### src/rtl/eio_pkg.sv
package eio_pkg;

  typedef enum logic [2:0] {
    PH_IDLE   = 3'd0,
    PH_SETUP  = 3'd1,
    PH_STROBE = 3'd2,
    PH_HOLD   = 3'd3,
    PH_RESP   = 3'd4
  } phase_e;

  localparam logic [1:0] SZ_BYTE = 2'd0;
  localparam logic [1:0] SZ_HALF = 2'd1;

  localparam int NUM_BANKS   = 2;
  localparam int CS_PER_BANK = 2;
  localparam int LANE_W      = 16;
  localparam int WORD_W      = 32;

endpackage

### src/rtl/eio_wait_sync.sv
module eio_wait_sync #(
  parameter int STAGES = 2
) (
  input  logic clk,
  input  logic rst_n,
  input  logic async_in,
  output logic sync_out
);

  logic [STAGES-1:0] chain_q;

  always_ff @(posedge clk or negedge rst_n) begin
    if (!rst_n) chain_q <= '0;
    else        chain_q <= {chain_q[STAGES-2:0], async_in};
  end

  assign sync_out = chain_q[STAGES-1];

endmodule

### src/rtl/eio_beat_plan.sv
module eio_beat_plan import eio_pkg::*; #(
  parameter int AW = 21
) (
  input  logic              wide,
  input  logic [1:0]        size,
  input  logic [AW-1:0]     base,
  input  logic [1:0]        beat,
  input  logic [WORD_W-1:0] wdata,
  input  logic [LANE_W-1:0] din,
  output logic [2:0]        nbeats,
  output logic [AW-1:0]     beat_addr,
  output logic [LANE_W-1:0] beat_wdata,
  output logic [WORD_W-1:0] rd_piece
);

  logic [7:0] byte_k;

  always_comb begin
    byte_k = wdata[{beat, 3'b000} +: 8];
    if (!wide) begin
      // narrow bank: one byte beat per byte, ascending
      nbeats     = (size == SZ_BYTE) ? 3'd1 : (size == SZ_HALF) ? 3'd2 : 3'd4;
      beat_addr  = base + AW'(beat);
      beat_wdata = {byte_k, byte_k};
      rd_piece   = WORD_W'(din[7:0]) << {beat, 3'b000};
    end else begin
      unique case (size)
        SZ_BYTE: begin
          nbeats     = 3'd1;
          beat_addr  = base;
          beat_wdata = {wdata[7:0], wdata[7:0]};
          rd_piece   = WORD_W'(base[0] ? din[15:8] : din[7:0]);
        end
        SZ_HALF: begin
          nbeats     = 3'd1;
          beat_addr  = base;
          beat_wdata = wdata[15:0];
          rd_piece   = WORD_W'(din);
        end
        default: begin
          nbeats     = 3'd2;
          beat_addr  = base + AW'({beat, 1'b0});
          beat_wdata = beat[0] ? wdata[31:16] : wdata[15:0];
          rd_piece   = WORD_W'(din) << (beat[0] ? 5'd16 : 5'd0);
        end
      endcase
    end
  end

endmodule

### src/rtl/eio_cs_decode.sv
module eio_cs_decode #(
  parameter int NUM_CS = 4,
  localparam int SELW  = $clog2(NUM_CS)
) (
  input  logic            active,
  input  logic [SELW-1:0] sel,
  output logic [NUM_CS-1:0] cs_n
);

  for (genvar g = 0; g < NUM_CS; g++) begin : g_cs
    assign cs_n[g] = !(active && (sel == SELW'(g)));
  end

endmodule

### src/rtl/eio_bank_ctrl.sv
module eio_bank_ctrl import eio_pkg::*; #(
  parameter int AW       = 21,
  parameter int BANK_BIT = 20,
  parameter int CS_BIT   = 19,
  parameter int TW       = 3,
  localparam int NCS     = NUM_BANKS * CS_PER_BANK,
  localparam int SELW    = $clog2(NCS)
) (
  input  logic                    clk,
  input  logic                    rst_n,
  input  logic                    req_valid,
  output logic                    req_ready,
  input  logic [AW-1:0]           req_addr,
  input  logic [1:0]              req_size,
  input  logic                    req_write,
  input  logic [WORD_W-1:0]       req_wdata,
  output logic                    rsp_valid,
  input  logic                    rsp_ready,
  output logic [WORD_W-1:0]       rsp_rdata,
  input  logic [NUM_BANKS-1:0]    cfg_wide,
  input  logic [NUM_BANKS*TW-1:0] cfg_setup,
  input  logic [NUM_BANKS*TW-1:0] cfg_strobe,
  input  logic [NUM_BANKS*TW-1:0] cfg_hold,
  output logic [AW-1:0]           io_addr,
  output logic [NCS-1:0]          io_cs_n,
  output logic                    io_rd_n,
  output logic                    io_wr_n,
  output logic [LANE_W-1:0]       io_dout,
  output logic                    io_doe,
  input  logic [LANE_W-1:0]       io_din,
  input  logic                    io_wait
);

  // per-bank timing fields unpacked
  logic [TW-1:0] setup_a  [NUM_BANKS];
  logic [TW-1:0] strobe_a [NUM_BANKS];
  logic [TW-1:0] hold_a   [NUM_BANKS];

  for (genvar b = 0; b < NUM_BANKS; b++) begin : g_bank
    assign setup_a[b]  = cfg_setup[b*TW +: TW];
    assign strobe_a[b] = cfg_strobe[b*TW +: TW];
    assign hold_a[b]   = cfg_hold[b*TW +: TW];
  end

  phase_e              phase_q;
  logic [TW-1:0]       cnt_q;
  logic [1:0]          beat_q;
  logic [AW-1:0]       addr_q;
  logic [1:0]          size_q;
  logic                we_q;
  logic                wide_q;
  logic [WORD_W-1:0]   wdata_q;
  logic [SELW-1:0]     sel_q;
  logic [TW-1:0]       tsu_q, tst_q, tho_q;
  logic [WORD_W-1:0]   rdata_q;

  logic                wait_s;
  logic [2:0]          nbeats;
  logic [AW-1:0]       beat_addr;
  logic [LANE_W-1:0]   beat_wdata;
  logic [WORD_W-1:0]   rd_piece;
  logic                active;
  logic                last_beat;
  logic                bank_in;

  eio_wait_sync #(.STAGES(2)) u_wait_sync (
    .clk      (clk),
    .rst_n    (rst_n),
    .async_in (io_wait),
    .sync_out (wait_s)
  );

  eio_beat_plan #(.AW(AW)) u_plan (
    .wide       (wide_q),
    .size       (size_q),
    .base       (addr_q),
    .beat       (beat_q),
    .wdata      (wdata_q),
    .din        (io_din),
    .nbeats     (nbeats),
    .beat_addr  (beat_addr),
    .beat_wdata (beat_wdata),
    .rd_piece   (rd_piece)
  );

  assign active    = (phase_q == PH_SETUP) || (phase_q == PH_STROBE) || (phase_q == PH_HOLD);
  assign last_beat = (({1'b0, beat_q} + 3'd1) == nbeats);
  assign bank_in   = req_addr[BANK_BIT];

  eio_cs_decode #(.NUM_CS(NCS)) u_cs (
    .active (active),
    .sel    (sel_q),
    .cs_n   (io_cs_n)
  );

  always_ff @(posedge clk or negedge rst_n) begin
    if (!rst_n) begin
      phase_q <= PH_IDLE;
      cnt_q   <= '0;
      beat_q  <= '0;
      addr_q  <= '0;
      size_q  <= '0;
      we_q    <= 1'b0;
      wide_q  <= 1'b0;
      wdata_q <= '0;
      sel_q   <= '0;
      tsu_q   <= '0;
      tst_q   <= '0;
      tho_q   <= '0;
      rdata_q <= '0;
    end else begin
      unique case (phase_q)
        PH_IDLE: begin
          if (req_valid) begin
            addr_q  <= req_addr;
            size_q  <= req_size;
            we_q    <= req_write;
            wdata_q <= req_wdata;
            wide_q  <= cfg_wide[bank_in];
            sel_q   <= SELW'({bank_in, req_addr[CS_BIT]});
            tsu_q   <= setup_a[bank_in];
            tst_q   <= strobe_a[bank_in];
            tho_q   <= hold_a[bank_in];
            rdata_q <= '0;
            beat_q  <= '0;
            cnt_q   <= '0;
            phase_q <= PH_SETUP;
          end
        end
        PH_SETUP: begin
          if (cnt_q == tsu_q) begin
            cnt_q   <= '0;
            phase_q <= PH_STROBE;
          end else begin
            cnt_q <= cnt_q + 1'b1;
          end
        end
        PH_STROBE: begin
          if (cnt_q == tst_q) begin
            if (!wait_s) begin
              if (!we_q) rdata_q <= rdata_q | rd_piece;
              cnt_q   <= '0;
              phase_q <= PH_HOLD;
            end
          end else begin
            cnt_q <= cnt_q + 1'b1;
          end
        end
        PH_HOLD: begin
          if (cnt_q == tho_q) begin
            cnt_q <= '0;
            if (last_beat) begin
              phase_q <= PH_RESP;
            end else begin
              beat_q  <= beat_q + 1'b1;
              phase_q <= PH_SETUP;
            end
          end else begin
            cnt_q <= cnt_q + 1'b1;
          end
        end
        PH_RESP: begin
          if (rsp_ready) phase_q <= PH_IDLE;
        end
        default: phase_q <= PH_IDLE;
      endcase
    end
  end

  assign req_ready = (phase_q == PH_IDLE);
  assign rsp_valid = (phase_q == PH_RESP);
  assign rsp_rdata = rdata_q;
  assign io_addr   = beat_addr;
  assign io_rd_n   = !((phase_q == PH_STROBE) && !we_q);
  assign io_wr_n   = !((phase_q == PH_STROBE) && we_q);
  assign io_doe    = active && we_q;
  assign io_dout   = io_doe ? beat_wdata : '0;

endmodule

### config.mk
export PLATFORM = sky130hd
export DESIGN_NAME = eio_bank_ctrl
export DESIGN_NICKNAME = d
export VERILOG_FILES = /design/src/rtl/eio_pkg.sv /design/src/rtl/eio_wait_sync.sv /design/src/rtl/eio_beat_plan.sv /design/src/rtl/eio_cs_decode.sv /design/src/rtl/eio_bank_ctrl.sv
export SDC_FILE = /design/constraint.sdc
export NUM_CORES = 1
export LEC_CHECK = 0
export BUFFER_PORTS_ARGS = -buffer_cell sky130_fd_sc_hd__buf_2
export CORE_ASPECT_RATIO = 0.5
export CORE_MARGIN = 4
export CORE_UTILIZATION = 54
export CTS_BUF_LIST = sky130_fd_sc_hd__clkbuf_4 sky130_fd_sc_hd__clkbuf_8
export DETAILED_ROUTE_END_ITERATION = 12
export GPL_TIMING_DRIVEN = 0
export PLACE_DENSITY = 0.85
export SLEW_MARGIN = 0
export SYNTH_ARGS = -nofsm -noshare
export SYNTH_HDL_FRONTEND = slang
export SYNTH_HIERARCHICAL = 1
export SYNTH_SLANG_ARGS = --single-unit
### constraint.sdc
create_clock -name clk -period 2.21 [get_ports clk]
set_input_delay 0.221 -clock clk [delete_from_list [all_inputs] [get_ports clk]]
set_output_delay 0.221 -clock clk [all_outputs]
set_load 0.005 [all_outputs]
### Yosys cells after proc, flatten, opt, wreduce, memory -nomap -nowiden

Cells that the tools add are included.

* bitwise gates (word level): 2
* muxes and demuxes: 48
* $lt $le $gt $ge: 2
* multiply operators: 0
* divide/modulo/power cells: 0
* $add $sub $neg: 5
* shift-type cells: 3
* reduce and logical (&&, ||, !) cells: 28
* eq/ne operators: 21

Operator list (number)
* two-way mux 32 bit: 5
* one-hot mux 32 bit (2 select lines): 2
* two-way mux 3 bit: 24
* two-way mux 16 bit: 3
* two-way mux 21 bit: 2
* OR 32 bit: 1
* one-hot mux 16 bit (2 select lines): 1
* variable part select 32 x 6 -> 8 bit: 1
* left shift 16 x 5 -> 32 bit: 1
* left shift 8 x 5 -> 32 bit: 1
* adder 21 x 2 -> 21 bit: 1
* adder 21 x 3 -> 21 bit: 1
* one-hot mux 3 bit (5 select lines): 1
* equality test 3 bit: 4
* one-hot mux 3 bit (4 select lines): 1
* two-way mux 2 bit: 4
* two-way mux 8 bit: 1
* != test 2 x 1 -> 1 bit, second input constant: 4
* != test 2 bit, second input constant: 4
* logical AND 1 bit: 7
* zero test 1 bit: 7
* equality test 3 x 2 -> 1 bit, second input constant: 2
* AND reduction 6 bit: 1
* two-way mux 5 bit: 1
* 23 further kinds: 29

* memory bits (read-only): 0
* latch bits: 0
* logic and storage cells: 123
* output and inout port bits: 78
* RAM bits: 0
* register bits after elaboration: 110
* memories kept: 0
* input bits: 97

### Depth between registers and ports, before layout

* depth in word-level cells: 9
* mapped depth: 9
* depth with buffers taken out: 7

### By module

Netlist, hierarchy kept.

Modules (own cells, without submodules)
* eio_bank_ctrl: instances 1, seq. area each 2652.5 µm², area an instance 4449.3 µm², cells an instance 327
* eio_beat_plan: instances 1, seq. area each 0.0 µm², area an instance 1672.9 µm², cells an instance 216
* eio_wait_sync: instances 1, seq. area each 50.0 µm², area an instance 50.0 µm², cells an instance 2
* eio_cs_decode: instances 1, seq. area each 0.0 µm², area an instance 28.8 µm², cells an instance 4

### Worst setup path before layout

OpenSTA, ideal clock, no wires.

* kind: register to output
* start: register beat_q[0]
* end: output io_addr[9]
* buffers on the path: 0
* setup slack: 0.186 ns
* stages on the path, launching flop included: 7
* arrival: 1.803 ns
* required time: 1.989 ns
* path through: dfrtp_1 > ha_1 > inv_1 > fa_1 > o32ai_4 > nand4_1 > xnor2_1

* longest elaborated chain between the ends: 3
* elaborated cells between the ends (all ways): 4
* classes of those cells: 2 x add/sub; 2 x mux

Ends and longest elaborated chain
* start: declaration: line eio_bank_ctrl.sv:47 `logic [1:0] beat_q;`
* start signal: assignment: line eio_bank_ctrl.sv:155 `beat_q <= beat_q + 1'b1;`
* adder 21 x 3 -> 21 bit: line eio_beat_plan.sv:42 `beat_addr = base + AW'({beat, 1'b0});`
* two-way mux 21 bit: line eio_beat_plan.sv:27 `unique case (size)`
* two-way mux 21 bit *: line eio_beat_plan.sv:20 `if (!wide) begin`
* end: declaration: line eio_bank_ctrl.sv:24 `output logic [AW-1:0] io_addr,`

Mark *: on every way between the ends. The rest lies on a longest branch, timed or not.

### Worst setup path in the final report

* start: register beat_q[0]
* end: output io_addr[15]

The elaborated chain is that of the path after synthesis.

==> load_flow_metrics.sql <==
INSERT INTO impl_metrics (metric_group, metric, value, unit) VALUES
('layout', 'final_cell_area', '7740', 'µm²'),
('logic_synthesis', 'synth.avg_cell_area', '11.29', 'µm²'),
('timing', 'timing.hold.ws', '0.04695', 'ns'),
('clock_tree', 'numCtsBuffers', '9', ''),
('pwr', 'power.density_cell_area', '1261', 'nW/µm²'),
('timing', 'setup_viol', '33', ''),
('worst_hold_path', 'min-delay-path-class', 'input port to flop', ''),
('floorplanning', 'coreArea', '11110', 'µm²'),
('logic_synthesis', 'synth.ff_latch_count', '108', ''),
('global_route', 'grt_max_degree', '59', ''),
('timing', 'drv_slew', '0', ''),
('placement', 'dpl.cell_count', '869', ''),
('layout', 'drive_above_1_share', '0.4556', ''),
('detailed_routing', 'post_drt_via_cell_ratio', '5.868', ''),
('detailed_routing', 'route.final.wire_length', '17030', 'µm'),
('critical_path', 'timing.critical_path.slowest_stage_cell', 'dfrtp_2', ''),
('layout', 'syn2layout_area_growth', '24.82', '%'),
('logic_synthesis', 'post-synth-top-count-cell', 'dfrtp_1', ''),
('timing', 'post_layout_min_period', '2.445', 'ns'),
('outcome', 'failed_checks', 'negative setup slack', ''),
('logic_synthesis', 'synth_top_cells_by_area', 'dfrtp_1 44%, mux2_2 12%, a22o_1 6.8%', ''),
('pwr', 'vdd_drop_max', '540.1', 'µV'),
('critical_path', 'critPathArrivalTime', '2.22', 'ns'),
('clock_tree', 'cts_tree', 'yes', ''),
('clock_tree', 'cts_htree_levels', '3', ''),
('flow_run', 'max_cap_viol_count', '0', ''),
('logic_synthesis', 'number_of_enable_flip_flop_cells_after_synthesis', '0', ''),
('placement', 'dp_hpwl', '12270', 'µm'),
('placement', 'port_buffers', '174', ''),
('timing', 'timing.final.ws_setup', '-0.2349', 'ns'),
('timing', 'timing_worst_slew_pin_value', '1.141', 'ns'),
('global_route', 'first_pass_grt_wire_length', '27430', 'µm'),
('floorplanning', 'floorplan.die.width', '159.5', 'µm'),
('timing', 'final.period_utilization', '1.106', ''),
('placement', 'gpl.final_weighted_congestion', '0.8662', ''),
('layout', 'final_util', '0.6964', ''),
('critical_path', 'critical_path_class', 'flop to output port', ''),
('logic_synthesis', 'ys.flop_type', 'dfrtp_1', ''),
('timing', 'tns', '-4.114', 'ns'),
('global_route', 'gr-total-overflow', '0', ''),
('detailed_routing', 'route.detailed.drc', '0', ''),
('detailed_routing', 'via_count', '5281', ''),
('placement', 'post_dp_cell_area', '7283', 'µm²'),
('critical_path', 'critical_path_required', '1.99', 'ns'),
('detailed_routing', 'drt-pass1-iter-count', '7', ''),
('global_route', 'antenna_violations_before_repair', '0', ''),
('pwr', 'cellLeakagePower', '3.805', 'nW'),
('logic_synthesis', 'synth_sequential_area_ratio', '0.4358', ''),
('logic_synthesis', 'synth_fp_nets', '654', ''),
('logic_synthesis', 'async_flop_share', '1.000', ''),
('global_route', 'number_of_global_route_vias_before_repair', '5281', ''),
('logic_synthesis', 'syn-cell-area', '6201', 'µm²'),
('logic_synthesis', 'yosysWarnings', '6', ''),
('detailed_routing', 'detail_route.iter0.violations', '418', ''),
('timing', 'finalHoldViolations', '0', ''),
('clock_tree', 'cts.reportedPaths.clkPinSlew', '0.10', 'ns'),
('worst_hold_path', 'hold-path-cell-count', '2', ''),
('logic_synthesis', 'synth.top_cell.area_share', '0.4358', ''),
('layout', 'diodes', '0', ''),
('logic_synthesis', 'yosys.area.top_type', 'dfrtp_1', ''),
('critical_path', 'worstPathCellList', 'ha_2 -> inv_1 -> fa_2 -> o32ai_4 -> buf_12 -> nand4_2 -> xnor2_2 -> buf_2', ''),
('detailed_routing', 'average_wire_per_cell_in_the_routed_design', '18.92', 'µm'),
('critical_path', 'worst_setup_path_start_kind', 'flop', ''),
('critical_path', 'worst_r2r_path_depth', '8', ''),
('critical_path', 'crit_path_max_incr_delay', '0.43', 'ns'),
('clock_tree', 'clock-root-buffer', 'clkbuf_8', ''),
('outcome', 'outcome', 'finished with violations', ''),
('timing', 'clock_tree_skew_after_final_layout', '0.01098', 'ns'),
('layout', 'finalNetCount', '855', ''),
('layout', 'fin_cells', '900', ''),
('floorplanning', 'chipHeight', '83.78', 'µm');
report_power, final:
| part | switching (mW) | internal [mW] | total (mW) |
|---|---|---|---|
| clock network | 0.694 | 0.414 | 1.11 |
| logic | 2.54 | 2.67 | 5.21 |
| registers | 0.721 | 2.72 | 3.44 |
| total | 3.96 | 5.80 | 9.76 |
cells by family after synthesis:
family | after synthesis | share of synthesized area
simple gates | 135 | 0.1223
flops | 108 | 0.4358
compound gates | 115 | 0.1402
xor+xnor | 30 | 0.04359
fa+ha+maj | 8 | 0.01856
mux | 104 | 0.1975
buf+inv | 49 | 0.04197
layer usage:
layer  wire length [µm]  global-route usage  up-vias
li1                   -                   -     2420
met1               7618              0.3511     2598
met2               8186              0.4179      234
met3               1052             0.04440       29
met4                171             0.05512        0
met5                  0                   0        -
repair_timing:
item | 4_1_cts | 5_1_grt
setup buffers | 11 | 3
resized for setup | 45 | 20
gates cloned | 2 | 0
pin swaps | 21 | 4
endpoints found under the setup margin | 40 | 43
hold buffers | 2 | 0
endpoints found under the hold margin | 51 | 0
critical path: cells and delay by family, from the launching register on:
family | cells | cell delay [ns]
adders and majority gates | 2 | 0.56
xor gates and xnor gates | 1 | 0.15
AOI/OAI and AO/OA | 1 | 0.26
and+or+nand+nor | 1 | 0.12
DFF | 1 | 0.43
buffers and inverters | 3 | 0.34
area by class of cell:
| cell class | count | area [µm²] |
|---|---|---|
| Buffer | 36 | 244.0 |
| Clock buffer | 9 | 123.9 |
| Clock inverter | 7 | 50.05 |
| Fill cell | 844 | 3374 |
| Inverter | 11 | 41.29 |
| Multi-Input combinational cell | 394 | 3333 |
| Sequential cell | 108 | 2708 |
| Tap cell | 145 | 181.4 |
| Timing Repair Buffer | 190 | 1059 |
cells in the final DEF (no fill, tap or decap), types with 4 or more instances in the layout:
master and n:
a21oi_1 5, nand4_1 7, ha_1 4, o21ai_1 15, o21ai_0 23, buf_2 183
dfrtp_2 4, mux4_2 8, and3_1 22, inv_1 11, a22oi_1 8, nand2_1 33
nand2_2 9, buf_4 15, buf_6 8, xnor2_1 25, and2_1 11, clkbuf_8 10
dfrtp_1 104, nand3_1 9, nor2b_1 10, mux2i_1 29, clkbuf_1 10, mux2_2 67
nor2_1 10, a22o_1 48
worst paths after layout:
check                                  startpoint  slack (ns)                      to
setup / recovery                        beat_q[0]       -0.23             io_addr[15]
hold / removal                          rsp_ready        0.05              phase_q[2]
setup reg to reg                        size_q[1]        0.14               beat_q[0]
hold reg to reg            u_wait_sync/chain_q[0]        0.37  u_wait_sync/chain_q[1]
max in group asynchronous                   rst_n        1.04              addr_q[15]
min in group asynchronous                   rst_n        0.42                tst_q[0]
state kept, by name (all words and copies together), names as in the netlist:
name	flops
size_q	2
tsu_q	3
rsp_rdata	32
phase_q	3
beat_q	2
tst_q	3
cnt_q	3
wide_q	1
wdata_q	32
tho_q	3
addr_q	21
we_q	1
u_wait_sync/chain_q	2
stage by stage:
stage	power (mW)	setup WS (ns)
2_1_floorplan	6.601	0.1855
3_3_place_gp	7.953	-0.2801
3_5_place_dp	8.211	-0.1871
4_1_cts	9.655	-0.2495
5_1_grt	10.41	-0.3454
6_report	9.761	-0.2349
Note: power is estimated with default switching activity, not from simulation.
